==> config.mk <==
export PLATFORM = sky130hd
export DESIGN_NAME = wrr_queue_sched
export DESIGN_NICKNAME = d
export VERILOG_FILES = /design/src/rtl/wrr_pkg.sv /design/src/rtl/wrr_level_table.sv /design/src/rtl/wrr_first_pick.sv /design/src/rtl/wrr_queue_sched.sv
export SDC_FILE = /design/constraint.sdc
export NUM_CORES = 1
export LEC_CHECK = 0
export BUFFER_PORTS_ARGS = -buffer_cell sky130_fd_sc_hd__clkbuf_2
export CORE_ASPECT_RATIO = 2
export CORE_MARGIN = 2
export CORE_UTILIZATION = 40
export DETAILED_ROUTE_END_ITERATION = 12
export PLACE_DENSITY = 0.61
export SLEW_MARGIN = 10
export SYNTH_ARGS = -nofsm -noshare
export SYNTH_HDL_FRONTEND = slang
export SYNTH_SLANG_ARGS = --single-unit
export TNS_END_PERCENT = 5
==> constraint.sdc <==
create_clock -name clk -period 6.05 [get_ports clk]
set_input_delay 0 -clock clk [delete_from_list [all_inputs] [get_ports clk]]
set_output_delay 0 -clock clk [all_outputs]
set_load 0.01 [all_outputs]
==> src/rtl/wrr_pkg.sv <==
package wrr_pkg;
    localparam int ROUNDS = 8;
    localparam int RND_W  = $clog2(ROUNDS);
    localparam int LVL_W  = 4;

    typedef logic [LVL_W-1:0]  lvl_t;
    typedef logic [ROUNDS-1:0] rmask_t;

    localparam lvl_t LVL_STRICT  = lvl_t'(9);
    localparam lvl_t LVL_TOP_WGT = lvl_t'(8);

    // Participation bits spaced evenly over the eight rounds.
    function automatic rmask_t lvl_to_mask(lvl_t lvl);
        rmask_t m;
        case (lvl)
            lvl_t'(0): m = 8'h00;
            lvl_t'(1): m = 8'h01;
            lvl_t'(2): m = 8'h11;
            lvl_t'(3): m = 8'h49;
            lvl_t'(4): m = 8'h55;
            lvl_t'(5): m = 8'h57;
            lvl_t'(6): m = 8'h77;
            lvl_t'(7): m = 8'h7F;
            default:   m = 8'hFF;
        endcase
        return m;
    endfunction
endpackage

==> src/rtl/wrr_level_table.sv <==
module wrr_level_table
    import wrr_pkg::*;
#(
    parameter int NQ = 16,
    localparam int QW = (NQ > 1) ? $clog2(NQ) : 1
) (
    input  logic             clk,
    input  logic             rst_n,
    input  logic             wr_en,
    input  logic [QW-1:0]    wr_idx,
    input  lvl_t             wr_lvl,
    input  logic [RND_W-1:0] round,
    output logic [NQ-1:0]    strict_vec,
    output logic [NQ-1:0]    round_en,
    output logic             layout_bad,
    output logic             level_bad
);
    lvl_t lvl_q [NQ];
    lvl_t lvl_d [NQ];
    logic [NQ-1:0] over_lvl;

    always_comb begin
        for (int i = 0; i < NQ; i++) begin
            lvl_d[i] = lvl_q[i];
        end
        if (wr_en) begin
            lvl_d[wr_idx] = wr_lvl;
        end
    end

    always_ff @(posedge clk) begin
        for (int i = 0; i < NQ; i++) begin
            if (!rst_n) lvl_q[i] <= '0;
            else        lvl_q[i] <= lvl_d[i];
        end
    end

    for (genvar g = 0; g < NQ; g++) begin : g_queue
        rmask_t mask;
        assign mask          = lvl_to_mask(lvl_q[g]);
        assign strict_vec[g] = (lvl_q[g] == LVL_STRICT);
        assign over_lvl[g]   = (lvl_q[g] > LVL_STRICT);
        assign round_en[g]   = mask[round];
    end

    // A valid strict group is a run of ones from bit 0: adding one clears it.
    assign layout_bad = |(strict_vec & (strict_vec + NQ'(1)));
    assign level_bad  = |over_lvl;
endmodule

==> src/rtl/wrr_first_pick.sv <==
module wrr_first_pick #(
    parameter int NQ = 16,
    localparam int QW = (NQ > 1) ? $clog2(NQ) : 1
) (
    input  logic [NQ-1:0] req,
    input  logic [QW:0]   from,
    output logic          hit,
    output logic [QW-1:0] idx
);
    always_comb begin
        hit = 1'b0;
        idx = '0;
        for (int i = NQ - 1; i >= 0; i--) begin
            if (req[i] && (i >= int'(from))) begin
                hit = 1'b1;
                idx = QW'(i);
            end
        end
    end
endmodule

==> src/rtl/wrr_queue_sched.sv <==
module wrr_queue_sched
    import wrr_pkg::*;
#(
    parameter int NQ = 16,
    localparam int QW = (NQ > 1) ? $clog2(NQ) : 1
) (
    input  logic          clk,
    input  logic          rst_n,
    input  logic          cfg_we,
    input  logic [QW-1:0] cfg_queue,
    input  logic [3:0]    cfg_level,
    input  logic [NQ-1:0] q_nonempty,
    input  logic          gnt_accept,
    output logic          gnt_valid,
    output logic [QW-1:0] gnt_queue,
    output logic          cfg_err
);
    typedef struct packed {
        logic             gv;
        logic [QW-1:0]    gidx;
        logic [QW:0]      start;
        logic [RND_W-1:0] round;
        logic             err;
    } st_t;

    st_t s_q, s_d;

    logic [NQ-1:0] strict_vec, round_en, s_req, w_req;
    logic          layout_bad, level_bad, s_hit, w_hit;
    logic [QW-1:0] s_idx, w_idx;

    wrr_level_table #(.NQ(NQ)) u_table (
        .clk        (clk),
        .rst_n      (rst_n),
        .wr_en      (cfg_we && !s_q.gv),
        .wr_idx     (cfg_queue),
        .wr_lvl     (lvl_t'(cfg_level)),
        .round      (s_q.round),
        .strict_vec (strict_vec),
        .round_en   (round_en),
        .layout_bad (layout_bad),
        .level_bad  (level_bad)
    );

    assign s_req = q_nonempty & strict_vec;
    assign w_req = q_nonempty & ~strict_vec & round_en;

    wrr_first_pick #(.NQ(NQ)) u_strict_pick (
        .req  (s_req),
        .from ('0),
        .hit  (s_hit),
        .idx  (s_idx)
    );

    wrr_first_pick #(.NQ(NQ)) u_weight_pick (
        .req  (w_req),
        .from (s_q.start),
        .hit  (w_hit),
        .idx  (w_idx)
    );

    always_comb begin
        s_d     = s_q;
        s_d.err = layout_bad | level_bad;
        if (s_q.gv) begin
            if (gnt_accept) s_d.gv = 1'b0;
        end else if (!layout_bad) begin
            if (s_hit) begin
                s_d.gv   = 1'b1;
                s_d.gidx = s_idx;
            end else if (w_hit) begin
                s_d.gv    = 1'b1;
                s_d.gidx  = w_idx;
                s_d.start = {1'b0, w_idx} + (QW+1)'(1);
            end else begin
                s_d.round = s_q.round + RND_W'(1);
                s_d.start = '0;
            end
        end
    end

    always_ff @(posedge clk) begin
        if (!rst_n) s_q <= '0;
        else        s_q <= s_d;
    end

    assign gnt_valid = s_q.gv;
    assign gnt_queue = s_q.gidx;
    assign cfg_err   = s_q.err;

    p_hold_r9: assert property (@(posedge clk) disable iff (!rst_n)
        s_q.gv && !gnt_accept |=> s_q.gv && $stable(s_q.gidx));

    p_release_r9: assert property (@(posedge clk) disable iff (!rst_n)
        s_q.gv && gnt_accept |=> !s_q.gv);

    p_nonempty_r7: assert property (@(posedge clk) disable iff (!rst_n)
        $rose(s_q.gv) |-> (($past(q_nonempty) >> s_q.gidx) & NQ'(1)) != '0);

    p_reject_r5: assert property (@(posedge clk) disable iff (!rst_n)
        layout_bad && !s_q.gv |=> !s_q.gv && $stable(s_q.round) && $stable(s_q.start));

    p_wrap_r8: assert property (@(posedge clk) disable iff (!rst_n)
        !$stable(s_q.round) |-> s_q.start == '0);
endmodule

== Word level (Yosys, flattened, before mapping) ==
Memory sizes are Yosys's and may differ from the RTL's.
Index checks and enable logic that the tools add are counted.
Storage, ports and cells
  register bits after elaboration: 14
  RAM bits: 64
  bits in read-only memories: 896
  input bits: 28
  logic and storage cells: 270
  memories kept: 17
Operators by class
  add/subtract/negate cells: 3
  order comparisons: 35
  equal/unequal tests: 16
  multiplexer cells: 142
  bitwise gates (word level): 27
  reduce and logical (&&, ||, !) cells: 25
Memories
  u_table.lvl_q: words 16, width 4, read ports 16, clocked after Yosys merged registers in 0, write ports 16, line wrr_level_table.sv:18  | lvl_t lvl_q [NQ];
  (name not given): words 8, width 7, read ports 1, clocked after Yosys merged registers in 0, write ports 0, line wrr_pkg.sv:15  | case (lvl)
  (name not given): words 8, width 7, read ports 1, clocked after Yosys merged registers in 0, write ports 0, line wrr_pkg.sv:15
  (name not given): words 8, width 7, read ports 1, clocked after Yosys merged registers in 0, write ports 0, line wrr_pkg.sv:15
  (name not given): words 8, width 7, read ports 1, clocked after Yosys merged registers in 0, write ports 0, line wrr_pkg.sv:15
  (name not given): words 8, width 7, read ports 1, clocked after Yosys merged registers in 0, write ports 0, line wrr_pkg.sv:15
  11 more memories
Operator list (number)
  4-bit two-way mux: 49
  8-bit two-way mux: 17
  16-bit bitwise AND: 4
  64-bit bitwise mux: 1
  4-bit == test, second input constant: 16
  4-bit > comparator, second input constant: 16
  64-bit two-way mux: 1
  1-bit two-way mux: 52
  1-bit binary-select mux with 3-bit select: 16
  4-bit by 5-bit greater-or-equal comparator with 1-bit output, first input constant: 8
  16-bit OR reduction: 2
  3-bit by 5-bit greater-or-equal comparator with 1-bit output, first input constant: 4
  1-bit logical AND: 18
  1-bit OR: 17
  16-bit by 1-bit adder with 16-bit output, second input constant: 1
  4-bit demux with 4-bit select: 1
  16-bit inverter: 1
  5-bit two-way mux: 3
  13-bit two-way mux: 1
  1-bit by 5-bit greater-or-equal comparator with 1-bit output, first input constant: 2
  2-bit by 5-bit greater-or-equal comparator with 1-bit output, first input constant: 2
  3-bit AND reduction: 2
  4-bit by 1-bit adder with 5-bit output, second input constant: 1
  5-bit greater-or-equal comparator, second input constant: 1
  9 further kinds: 12

== Longest topological paths before layout ==
An unclocked memory read counts as a cell.
  depth in word-level cells: 28
  gate-level depth with buffers: 11
  gate-level depth less buffers: 8

== Cells and area by module ==
From an unflattened synthesis, not the netlist that was laid out.
Unflattened totals
  cell total of the unflattened synthesis: 698
  area total of the unflattened synthesis: 5540.3 um^2
By module, submodules not included
  wrr_level_table: times used 1, cells an instance 417, area an instance 3668.5 um^2
  wrr_first_pick: times used 2, cells an instance 77, area an instance 479.2 um^2
  wrr_queue_sched: times used 1, cells an instance 127, area an instance 913.4 um^2

== Least setup slack after synthesis ==
No wires, ideal clock.
  kind: register to register
  start point: register s_q[1] (netlist bit)
  end point: register s_q, in the netlist gnt_queue[0]
  setup time: 0.122 ns
  arrival: 2.324 ns
  setup slack: 3.604 ns
  stages on the path, launching flop included: 10
  buffers on the path: 1
  period minus slack after synthesis: 2.446 ns
  path through: dfxtp_1 buf_6 and4b_4 nor4_4 o211ai_2 a2111oi_4 and3_4 a31oi_4 and3_1 o311a_1
Between the ends
  word-level cells in the longest chain between the ends: 22
RTL lines
  start: declaration: line wrr_queue_sched.sv:26  | st_t s_q, s_d;
  start signal: assignment: line wrr_queue_sched.sv:83  | if (!rst_n) s_q <= '0;
  start signal: assignment: line wrr_queue_sched.sv:84  | else s_q <= s_d;
  1-bit binary-select mux with 3-bit select: line wrr_level_table.sv:43  | assign round_en[g] = mask[round];
  1-bit two-way mux (implied by the code): line wrr_level_table.sv:43
  16-bit bitwise AND (*): line wrr_queue_sched.sv:46  | assign w_req = q_nonempty & ~strict_vec & round_en;
  1-bit logical AND: line wrr_first_pick.sv:14  | if (req[i] && (i >= int'(from))) begin
  1-bit two-way mux / 4-bit two-way mux (equally long branches) (16 in series): line wrr_first_pick.sv:14
  2-bit nonzero test (no source line) / 5-bit two-way mux (equally long branches)
  3-bit AND reduction (no source line) / 5-bit two-way mux (equally long branches)
Every way passes the cells marked *; elsewhere a longest branch is shown, timed or not. The select of a mux whose other input is x is not followed.
A chain may end at the register's enable or synchronous reset.

== Worst setup path in the final report ==
  start point: register s_q[3] (netlist bit)
  end point: register s_q, in the netlist gnt_queue[0]
The elaborated chain is that of the path after synthesis.

==> reports/metrics.csv <==
stage;metric;value;unit
sta;hold_violations;0;
sta;fmax;268.7;MHz
placed_design;detailed_place_hpwl;14250;um
floorplanning;dieHeight;167.1;um
sta;fin_ws;2.329;ns
floorplanning;ios;34;
worst_setup_path;slowest_stage;dfxtp_1;
global_route;grt_pass1_wl;28830;um
finish;nFillCells;1319;
placed_design;place_congestion;1.022;
clocking;h-tree-depth;3;
pwr;leakagePower;2.124;nW
logic_synthesis;synthDistinctLibCells;88;
global_route;grt_max_degree;57;
drt;drt-total-wl;18350;um
worst_setup_path;arrival;3.96;ns
sta;finalSetupViolations;0;
logic_synthesis;synthesis.area;0.005323;mm2
drt;vias;5252;
worst_setup_path;r2r_cells;8;
logic_synthesis;synth_top_area_share;29.34;%
worst_setup_path;path_class;reg -> reg;
floorplanning;coreArea;0.01299;mm2
finish;fin_nets;667;
finish;n_antenna_cell;0;
logic_synthesis;ys_seq_area_share;29.34;%
pwr;power_density;275.4;mW/mm2
logic_synthesis;synth_area_leaders;dfxtp_1, mux2i_1, nor2_1, a21oi_1, nand2_1;
worst_hold_path;holdPathStages;2;
global_route;grt_pass1_vias;5167;
sta;worstMarginPinSlew;1.180;ns
clocking;cts_made_buffers;9;
logic_synthesis;syn-num-nets;662;
worst_setup_path;crit_chain;xor2_2, a221oi_2, a2111oi_4, a21oi_1, a211oi_2, o211ai_1, and3_1, o311a_1;
drt;wl_per_cell;23.08;um
logic_synthesis;yosysTopAreaCell;dfxtp_1;
clocking;cts_tree;built;
placed_design;pre_cts_ws;2.444;ns
finish;final_core_util;44.69;%
clocking;cts.root.buffer_cell;clkbuf_16;
pwr;ir_drop;0.1669;mV
sta;relSlewSlack;20.62;%
drt;ant_nets;0;
worst_setup_path;required;6.29;ns
floorplanning;initial_core_util;40.97;%
global_route;antenna_found_initial;0;
floorplanning;die_area;0.01430;mm2
drt;drt_iter0_markers;417;
sta;slew_viol_final;0;
clocking;cts_sinks;78;
logic_synthesis;netlist_instances;633;
outcome;status;finished clean;
flow_run;max_cap_violations;0;
worst_hold_path;hp-class;in -> reg;
clocking;clk_latency;0.35;ns
sta;rsz0062_at_grt;no;
global_route;grt_use_total;26.08;%
drt;drtPass1Iterations;5;
worst_setup_path;endpoint_kind;register;
worst_setup_path;critPathLaunchType;register;
logic_synthesis;ys_ff_latch;78;
sta;clock_skew;0.006954;ns
logic_synthesis;yosys_warnings;0;
pwr;finalPower;1.599;mW
logic_synthesis;avgSynthCellArea;8.409;um2
worst_setup_path;crit_fanout;28;
sta;layout_min_cycle_time;3.721;ns
drt;vias_per_cell;6.606;
finish;final_layout_size_suffix_gt1_share;14.77;%
drt;drcViolationCount;0;
finish;multi_input_area;0.003510;mm2
sta;period_share;61.50;%
worst_setup_path;cpPeakStageDelay;0.97;ns
placed_design;io_buffer_count;33;
clocking;clk_path_buf_depth;2;
logic_synthesis;synth_async_sr_flop_share;0;%
logic_synthesis;synth-edff-count;0;
finish;syn_to_final_growth;9.097;%
sta;finalSetupTns;0;ns
clocking;path_clk_slew;0.07;ns
floorplanning;die_w;85.57;um
floorplanning;num_rows;59;
global_route;gr-total-overflow;0;
finish;seq_area;0.001562;mm2
logic_synthesis;synth-main-ff-cell;dfxtp_1;
[final timing paths]
kind / start / to / slack (ns)
worst max register to register: s_q[3] / gnt_queue[0] / 2.33
worst min register to register: gnt_queue[3] / gnt_queue[3] / 0.45
worst max-delay path: s_q[3] / gnt_queue[0] / 2.33
worst min-delay path: rst_n / gnt_queue[0] / 0.03
[cell families (layout without fill, tap and decap cells)]
logic type                 Yosys count  count (layout)  share of synthesized area [%]
adders and majority gates            2               2                         0.4231
muxes                               49              49                          9.215
DFF                                 78              78                          29.34
buffers and inverters               53              63                          4.725
xor gates and xnor gates             2               2                         0.4703
AOI/OAI and AO/OA                  180             180                          26.45
and+or+nand+nor                    269             269                          29.38
[sequential cells by signal, indices dropped and copies added, names as in the netlist]
| name | count |
|---|---|
| cfg_err | 1 |
| gnt_queue | 4 |
| gnt_valid | 1 |
| s_q | 8 |
| u_table.lvl_q | 64 |
[cell usage after synthesis (4+ instances only)]
| cell | n |
|---|---|
| o22ai_1 | 10 |
| inv_1 | 6 |
| and4bb_2 | 9 |
| nor2_1 | 63 |
| o21ai_0 | 25 |
| a21oi_1 | 41 |
| nor4_1 | 4 |
| a31oi_1 | 5 |
| nor3b_1 | 4 |
| and2_1 | 4 |
| o211ai_1 | 5 |
| nor2b_1 | 15 |
| a22oi_2 | 4 |
| nand4bb_1 | 6 |
| mux2i_1 | 49 |
| nand4_1 | 18 |
| o31ai_1 | 7 |
| and3_1 | 13 |
| and4bb_1 | 4 |
| nand2_1 | 54 |
| or3_1 | 4 |
| o221ai_1 | 6 |
| dfxtp_1 | 78 |
| nand3_1 | 29 |
| nor3_1 | 4 |
| buf_4 | 8 |
| a221oi_1 | 9 |
| nand2b_1 | 15 |
| a22oi_1 | 6 |
| clkbuf_1 | 28 |
| buf_2 | 6 |
| a31o_1 | 5 |
| a21boi_0 | 9 |
[area by class of cell]
class                           count  share of cell area [%]
Multi-Input combinational cell    502                   60.44
Sequential cell                    78                   26.89
Clock buffer                       10                   3.943
Timing Repair Buffer               40                   3.792
Tap cell                          152                   3.275
Clock inverter                      6                   1.207
Inverter                            7                  0.4525
[placed cells by master, fill, tap and decap left out, drive strengths merged, types with 15 or more instances in the layout]
cell	instances
a21oi	41
clkbuf	43
dfxtp	78
mux2i	49
nand2	54
nand2b	15
nand3	31
nand4	18
nor2	63
nor2b	15
o21ai	27
[power breakdown]
part           internal (mW)  switching (mW)
clock                  0.323           0.234
sequential             0.543          0.0572
combinational          0.158           0.285
total                   1.02           0.576
[routing by layer]
layer	vias to the layer above	track usage (%)	wire [um]
met1	2532	26.89	6571
met5	-	0	0
met2	211	46.57	9434
met4	0	18.70	1530
met3	94	3.844	808
li1	2415	-	-
[critical path, delay by kind of cell, from the launching register on]
| kind | cells | cell delay, ns |
|---|---|---|
| AO/OA/AOI/OAI | 6 | 1.70 |
| flip-flops | 1 | 0.97 |
| AND/OR/NAND/NOR | 1 | 0.23 |
| XOR/XNOR | 1 | 0.69 |
[through the flow]
step / hold WS [ns] / cells / instance area [um2]
floorplan: 0.1818 / 633 / 5323
global placement: 0.2733 / 778 / 5498
detailed placement: 0.2852 / 778 / 5498
CTS: 0.02039 / 795 / 5807
global route: 0.04519 / 795 / 5807
finish: 0.02539 / 795 / 5807
[repair_timing]
action / CTS / global route
hold endpoints to repair: 1 / 0
hold buffers: 1 / 0
buffers inserted: 0 / 0
gates resized for setup: 0 / 0
setup endpoints to repair: 0 / 0
Note: power is estimated with default switching activity, not from simulation.
